**src/rtl/wake_change_detect.sv**
```systemverilog
module wake_change_detect #(
  parameter int AW = 16,
  parameter int NL = 4,
  parameter int DW = 8,
  parameter logic [AW-1:0] STAT_ADDR = 16'h7F2C,
  parameter logic [AW-1:0] MASK_ADDR = 16'h7F2D
) (
  input  logic          clk,
  input  logic          rst_n,
  input  logic [AW-1:0] addr,
  input  logic          rd,
  input  logic          wr,
  input  logic [DW-1:0] wdata,
  output logic [DW-1:0] rdata,
  input  logic [NL-1:0] irq_in,
  output logic          wake
);
  localparam int PAD = DW - NL;

  logic [NL-1:0] sync1, sync2, prev, stat, mask, chg;
  logic [1:0]    warm;
  logic          armed, stat_sel, mask_sel, stat_rd, mask_wr;

  assign armed    = (warm == 2'd3);
  assign chg      = armed ? (sync2 ^ prev) : '0;
  assign stat_sel = (addr == STAT_ADDR);
  assign mask_sel = (addr == MASK_ADDR);
  assign stat_rd  = rd & stat_sel;
  assign mask_wr  = wr & mask_sel;

  assign rdata = stat_sel ? {{PAD{1'b0}}, stat} :
                 mask_sel ? {{PAD{1'b0}}, mask} : '0;

  always_ff @(posedge clk or negedge rst_n) begin
    if (!rst_n) begin
      sync1 <= '0;
      sync2 <= '0;
      prev  <= '0;
      warm  <= '0;
      stat  <= '0;
      mask  <= '1;
      wake  <= 1'b0;
    end else begin
      sync1 <= irq_in;
      sync2 <= sync1;
      prev  <= sync2;
      if (!armed) warm <= warm + 2'd1;
      stat  <= (stat_rd ? '0 : stat) | chg;
      if (mask_wr) mask <= wdata[NL-1:0];
      wake  <= |(stat & ~mask);
    end
  end
endmodule

```
**config.mk**
```make
export PLATFORM = sky130hd
export DESIGN_NAME = wake_change_detect
export DESIGN_NICKNAME = d
export VERILOG_FILES = /design/src/rtl/wake_change_detect.sv
export SDC_FILE = /design/constraint.sdc
export NUM_CORES = 1
export LEC_CHECK = 0
export BUFFER_PORTS_ARGS = -buffer_cell sky130_fd_sc_hd__buf_2
export CAP_MARGIN = 15
export CORE_MARGIN = 2
export CORE_UTILIZATION = 45
export DETAILED_ROUTE_END_ITERATION = 7
export PLACE_DENSITY = 0.77
export SLEW_MARGIN = 20
export SYNTH_ARGS = -nofsm -noshare
export SYNTH_HDL_FRONTEND = slang
export SYNTH_SLANG_ARGS = --single-unit
```
**constraint.sdc**
```tcl
create_clock -name clk -period 1.5 [get_ports clk]
set_clock_uncertainty 0.2 [all_clocks]
set_input_delay 0 -clock clk [delete_from_list [all_inputs] [get_ports clk]]
set_output_delay 0 -clock clk [all_outputs]
set_load 0.01 [all_outputs]
```
=== Yosys cells after proc, flatten, opt, wreduce, memory -nomap -nowiden ===
Cells that the tools add are included.

* Eq/ne operators: 3
* Reduce and logical (&&, ||, !) cells: 1
* Add/subtract/negate cells: 1
* $lt $le $gt $ge: 0
* Mux-type cells: 4
* Bitwise gates (word level): 6
* Div/mod/pow operators: 0
* Multiply operators: 0
* Shift-type cells: 0

{| class="wikitable"
|+ Operator list
! operator !! number
|-
| $eq A16 B15 Y1 const B || 2
|-
| $mux W4 || 4
|-
| $and A4 B4 Y4 || 1
|-
| $not A4 Y4 || 1
|-
| $or A4 B4 Y4 || 1
|-
| $reduce_or A4 Y1 || 1
|-
| $xor A4 B4 Y4 || 1
|-
| $add A2 B1 Y2 const B || 1
|-
| $and A1 B1 Y1 || 2
|-
| $eq A2 B2 Y1 const B || 1
|}

* Memories: 0
* Latch bits: 0
* Bits in writable memories: 0
* Output and inout bits: 9
* Memory bits (read-only): 0
* Logic and storage cells: 22
* Flip-flop bits (word level): 23

=== Longest topological paths before layout ===
* Word-level depth: 4
* Depth in mapped cells: 4
* Mapped depth without buffers: 4

=== Worst setup path before layout ===
Ideal clock, no wire load.

* Path kind: input-to-reg
* From: in addr[4]
* To: reg mask[0]
* Data arrival time: 1.331 ns
* Stages on the path: 4
* Setup slack: -0.114 ns
* Library setup time: 0.082 ns
* Cell sequence: or4b_4 nor4_4 nand2_4 mux2_4

* Word-level cells in the longest chain between the ends: 2

{| class="wikitable"
|+ RTL lines
! element !! line !! RTL
|-
| start, declared || 10 || <nowiki>input logic [AW-1:0] addr,</nowiki>
|-
| $eq A16 B15 Y1 || 27 || <nowiki>assign mask_sel = (addr == MASK_ADDR);</nowiki>
|-
| $and A1 B1 Y1 || 29 || <nowiki>assign mask_wr = wr & mask_sel;</nowiki>
|-
| end signal, assigned || 49 || <nowiki>if (mask_wr) mask <= wdata[NL-1:0];</nowiki>
|-
| end, declared || 20 || <nowiki>logic [NL-1:0] sync1, sync2, prev, stat, mask, chg;</nowiki>
|}

No other way between the ends.
A chain may end at the register's enable or synchronous reset.

=== Final worst setup path ===
* From: in addr[4]
* To: out rdata[1]

* Word-level cells in the longest chain between the ends: 3
* Elaborated cells between the ends (all ways): 4

{| class="wikitable"
|+ RTL lines
! element !! line !! RTL
|-
| $eq A16 B15 Y1 || 27 ||
|-
| $mux W4 || 32 || <nowiki>mask_sel ? {{PAD{1'b0}}, mask} : '0;</nowiki>
|-
| $mux W4 (*) || 31 || <nowiki>assign rdata = stat_sel ? {{PAD{1'b0}}, stat} :</nowiki>
|-
| end, declared || 14 || <nowiki>output logic [DW-1:0] rdata,</nowiki>
|}

Mark *: on every way between the ends. The rest lies on a longest branch, timed or not.

==> qor.csv <==
metric,value,unit
total core area,0.00198,sq mm
reported leakage power,0.000622,uW
Max Root-Sink Buffers,2,
half-perimeter wire length after placement,1290,um
placer congestion estimate,0.725,
Post-route DRC,0,
portion of the post-synthesis area used by sequential elements,60.9,%
DRC violation total after the first TritonRoute iteration,8,
clock buffers created by TritonCTS,3,
total wire length,1830,um
IO buf count,32,
detailed-route wire length per cell,13.3,um
clock latency on the worst-skew pair,0.30,ns
Finished Layout Cells,138,
Die Span Y,50.0,um
pre-CTS setup slack,-0.132,ns
nature of the critical path startpoint,primary input,
H-Tree Depth,1,
Die Area,0.00250,sq mm
top-area cell type share of the netlist area,49.9,%
root buf cell,sky130_fd_sc_hd__clkbuf_4,
number of global-route vias before repair,642,
clock-pin transition on the worst setup and hold timing paths,0.11,ns
largest fanout on the critical path,4,
ANT nets after route,0,
final antenna diode count,0,
number of library cell types mapped by synthesis,21,
TritonCTS clock tree,yes,
Yosys warning total,0,
cell depth of the worst min-delay path,5,
Crit path arrival time,1.36,ns
number of rows in the core area,16,
"EDFF count, synth",0,
count of state elements after synthesis,23,
count of final setup violators,4,
overall global routing resource usage,14.7,%
via/cell ratio,4.78,
accumulated negative setup slack,-0.163,ns
Fmax,639,MHz
classification of the worst-slack hold path,primary input to register,
Initial DRT Pass Iterations,4,
"Setup Fix Bufs, Post-CTS",0,
"Area growth, synth to finish",36.0,%
NumNets Final,145,
most used flip-flop cell after synthesis,sky130_fd_sc_hd__dfrtp_1,
Worst Slack Setup Final,-0.0640,ns
data required time at the worst endpoint,1.30,ns
list of most frequent post-synthesis cells,"19 x sky130_fd_sc_hd__dfrtp_1, 8 x sky130_fd_sc_hd__a22o_1",
count of endpoints failing hold in the final timing report,0,
shortest period the worst path allows,1.56,ns
worst hold margin,0.0335,ns
Final Total Pwr,1010,uW
critical path class,primary input to output pin,
type of element capturing the critical path,output pin,
"IR drop worst, VDD",0.712,mV
R2R cell count,2,
layout cell share with drive strength beyond 1,45.9,%
result of the run,"finished, violations left",
syn avg cell area,15.4,sq um
total grt overflow,0,
most area-consuming cells after synthesis,"sky130_fd_sc_hd__dfrtp_1 50%, sky130_fd_sc_hd__dfstp_2 11%, sky130_fd_sc_hd__a22o_1 7.3%, sky130_fd_sc_hd__mux2_4 6.3%, sky130_fd_sc_hd__nor4_4 4.5%",
largest area contributor in the synthesized netlist,sky130_fd_sc_hd__dfrtp_1,
I/O pin count,41,
wire length of the first global-routing pass,2710,um
cell count after placement,122,
total number of vias,660,
die boundary width,50.0,um
MaxCap Viol Count,0,
most used standard cell by instance count after synthesis,sky130_fd_sc_hd__dfrtp_1,
number of max-slew violations in the final report,0,
number of clock sinks,23,
pin count of the biggest net entering global routing,24,
Initial Utilization,48.1,%
final critical-path share of the clock period,104,%
RSZ-0062 raised after global routing,true,
failing checks,negative setup slack,
cell count after synthesis,62,
fraction of registers with async set/reset,100,%
Filler Cells Inserted,138,
initial antenna violation count,0,
post-synthesis instance area,953,sq um
power density over the cells,781,mW/mm^2
[path summary, 6_finish.rpt]
kind                       startpoint        to  slack [ns]
max reg2reg                   warm[0]   warm[1]        0.17
min                           addr[4]   mask[0]        0.03
max                           addr[4]  rdata[1]       -0.06
min in group asynchronous       rst_n      wake        0.51
min reg2reg                  sync1[0]  sync2[0]        0.16
max in group asynchronous       rst_n   mask[2]        0.23
[critical path, cell delays in order]
cell and delay (ns):
sky130_fd_sc_hd__buf_6 0.09, sky130_fd_sc_hd__or4b_4 0.57, sky130_fd_sc_hd__nor4_4 0.24, sky130_fd_sc_hd__buf_4 0.19
sky130_fd_sc_hd__a22o_1 0.14, sky130_fd_sc_hd__buf_2 0.14
[metal layers]
metal / wire length, um / part of all wire (%) / track usage [%]
met1: 788 / 43 / 17.2
met2: 878 / 48 / 25.7
met3: 141 / 7.7 / 2.73
met4: 24 / 1.3 / 6.94
met5: 0 / 0 / 0
[where the power goes]
group	switching (uW)	internal, uW	leakage [uW]	total (uW)
Clock	168	104	0.0000150	271
Combinational	41.1	55.5	0.000365	96.6
Sequential	7.19	637	0.000242	644
Total	216	796	0.000622	1010
[sequential cells by signal, indices dropped and copies added (netlist names)]
name	count
mask	4
prev	4
stat	4
sync1	4
sync2	4
wake	1
warm	2
[layout by cell type (no fill, tap or decap), drive strengths merged]
master,count
buf,34
dfrtp,19
dlygate4sd3,12
a22o,8
mux2,5
xor2,4
inv,4
conb,4
dfstp,4
clkbuf,4
nor4,2
nand4,2
nand2,2
nand4bb,1
or4b,1
nand4b,1
a22oi,1
o221ai,1
xnor2,1
ha,1
[per-stage QoR]
stage          area [sq um]  utilization [%]
2_1_floorplan           965                -
3_3_place_gp           1140             57.7
3_5_place_dp           1140             57.7
4_1_cts                1300             65.4
5_1_grt                1300             65.4
6_report               1300             65.4
[what timing repair did]
item,CTS,global route
pin swaps,2,2
hold endpoints to repair,35,0
hold buffers,12,0
resized for setup,1,0
setup endpoints to repair,4,4
[cells by family after synthesis]
group	Yosys count	synth area share (%)
other	1	0.393
AND/OR/NAND/NOR	9	11.5
multiplexers	5	7.48
buffers and inverters	8	4.72
flip-flops	23	60.9
XOR/XNOR	5	4.59
AO/OA/AOI/OAI	10	9.06
adder cells (fa/ha/maj)	1	1.31
[cell type report]
class / instances / area (sq um) / area share [%]
clock buffer: 4 / 26.3 / 2.03
timing repair buffer: 46 / 302 / 23.3
inverter: 4 / 15.0 / 1.16
tap: 27 / 33.8 / 2.61
multi-input combinational: 34 / 339 / 26.2
sequential: 23 / 581 / 44.8
Power figures use the tool's default switching activity.
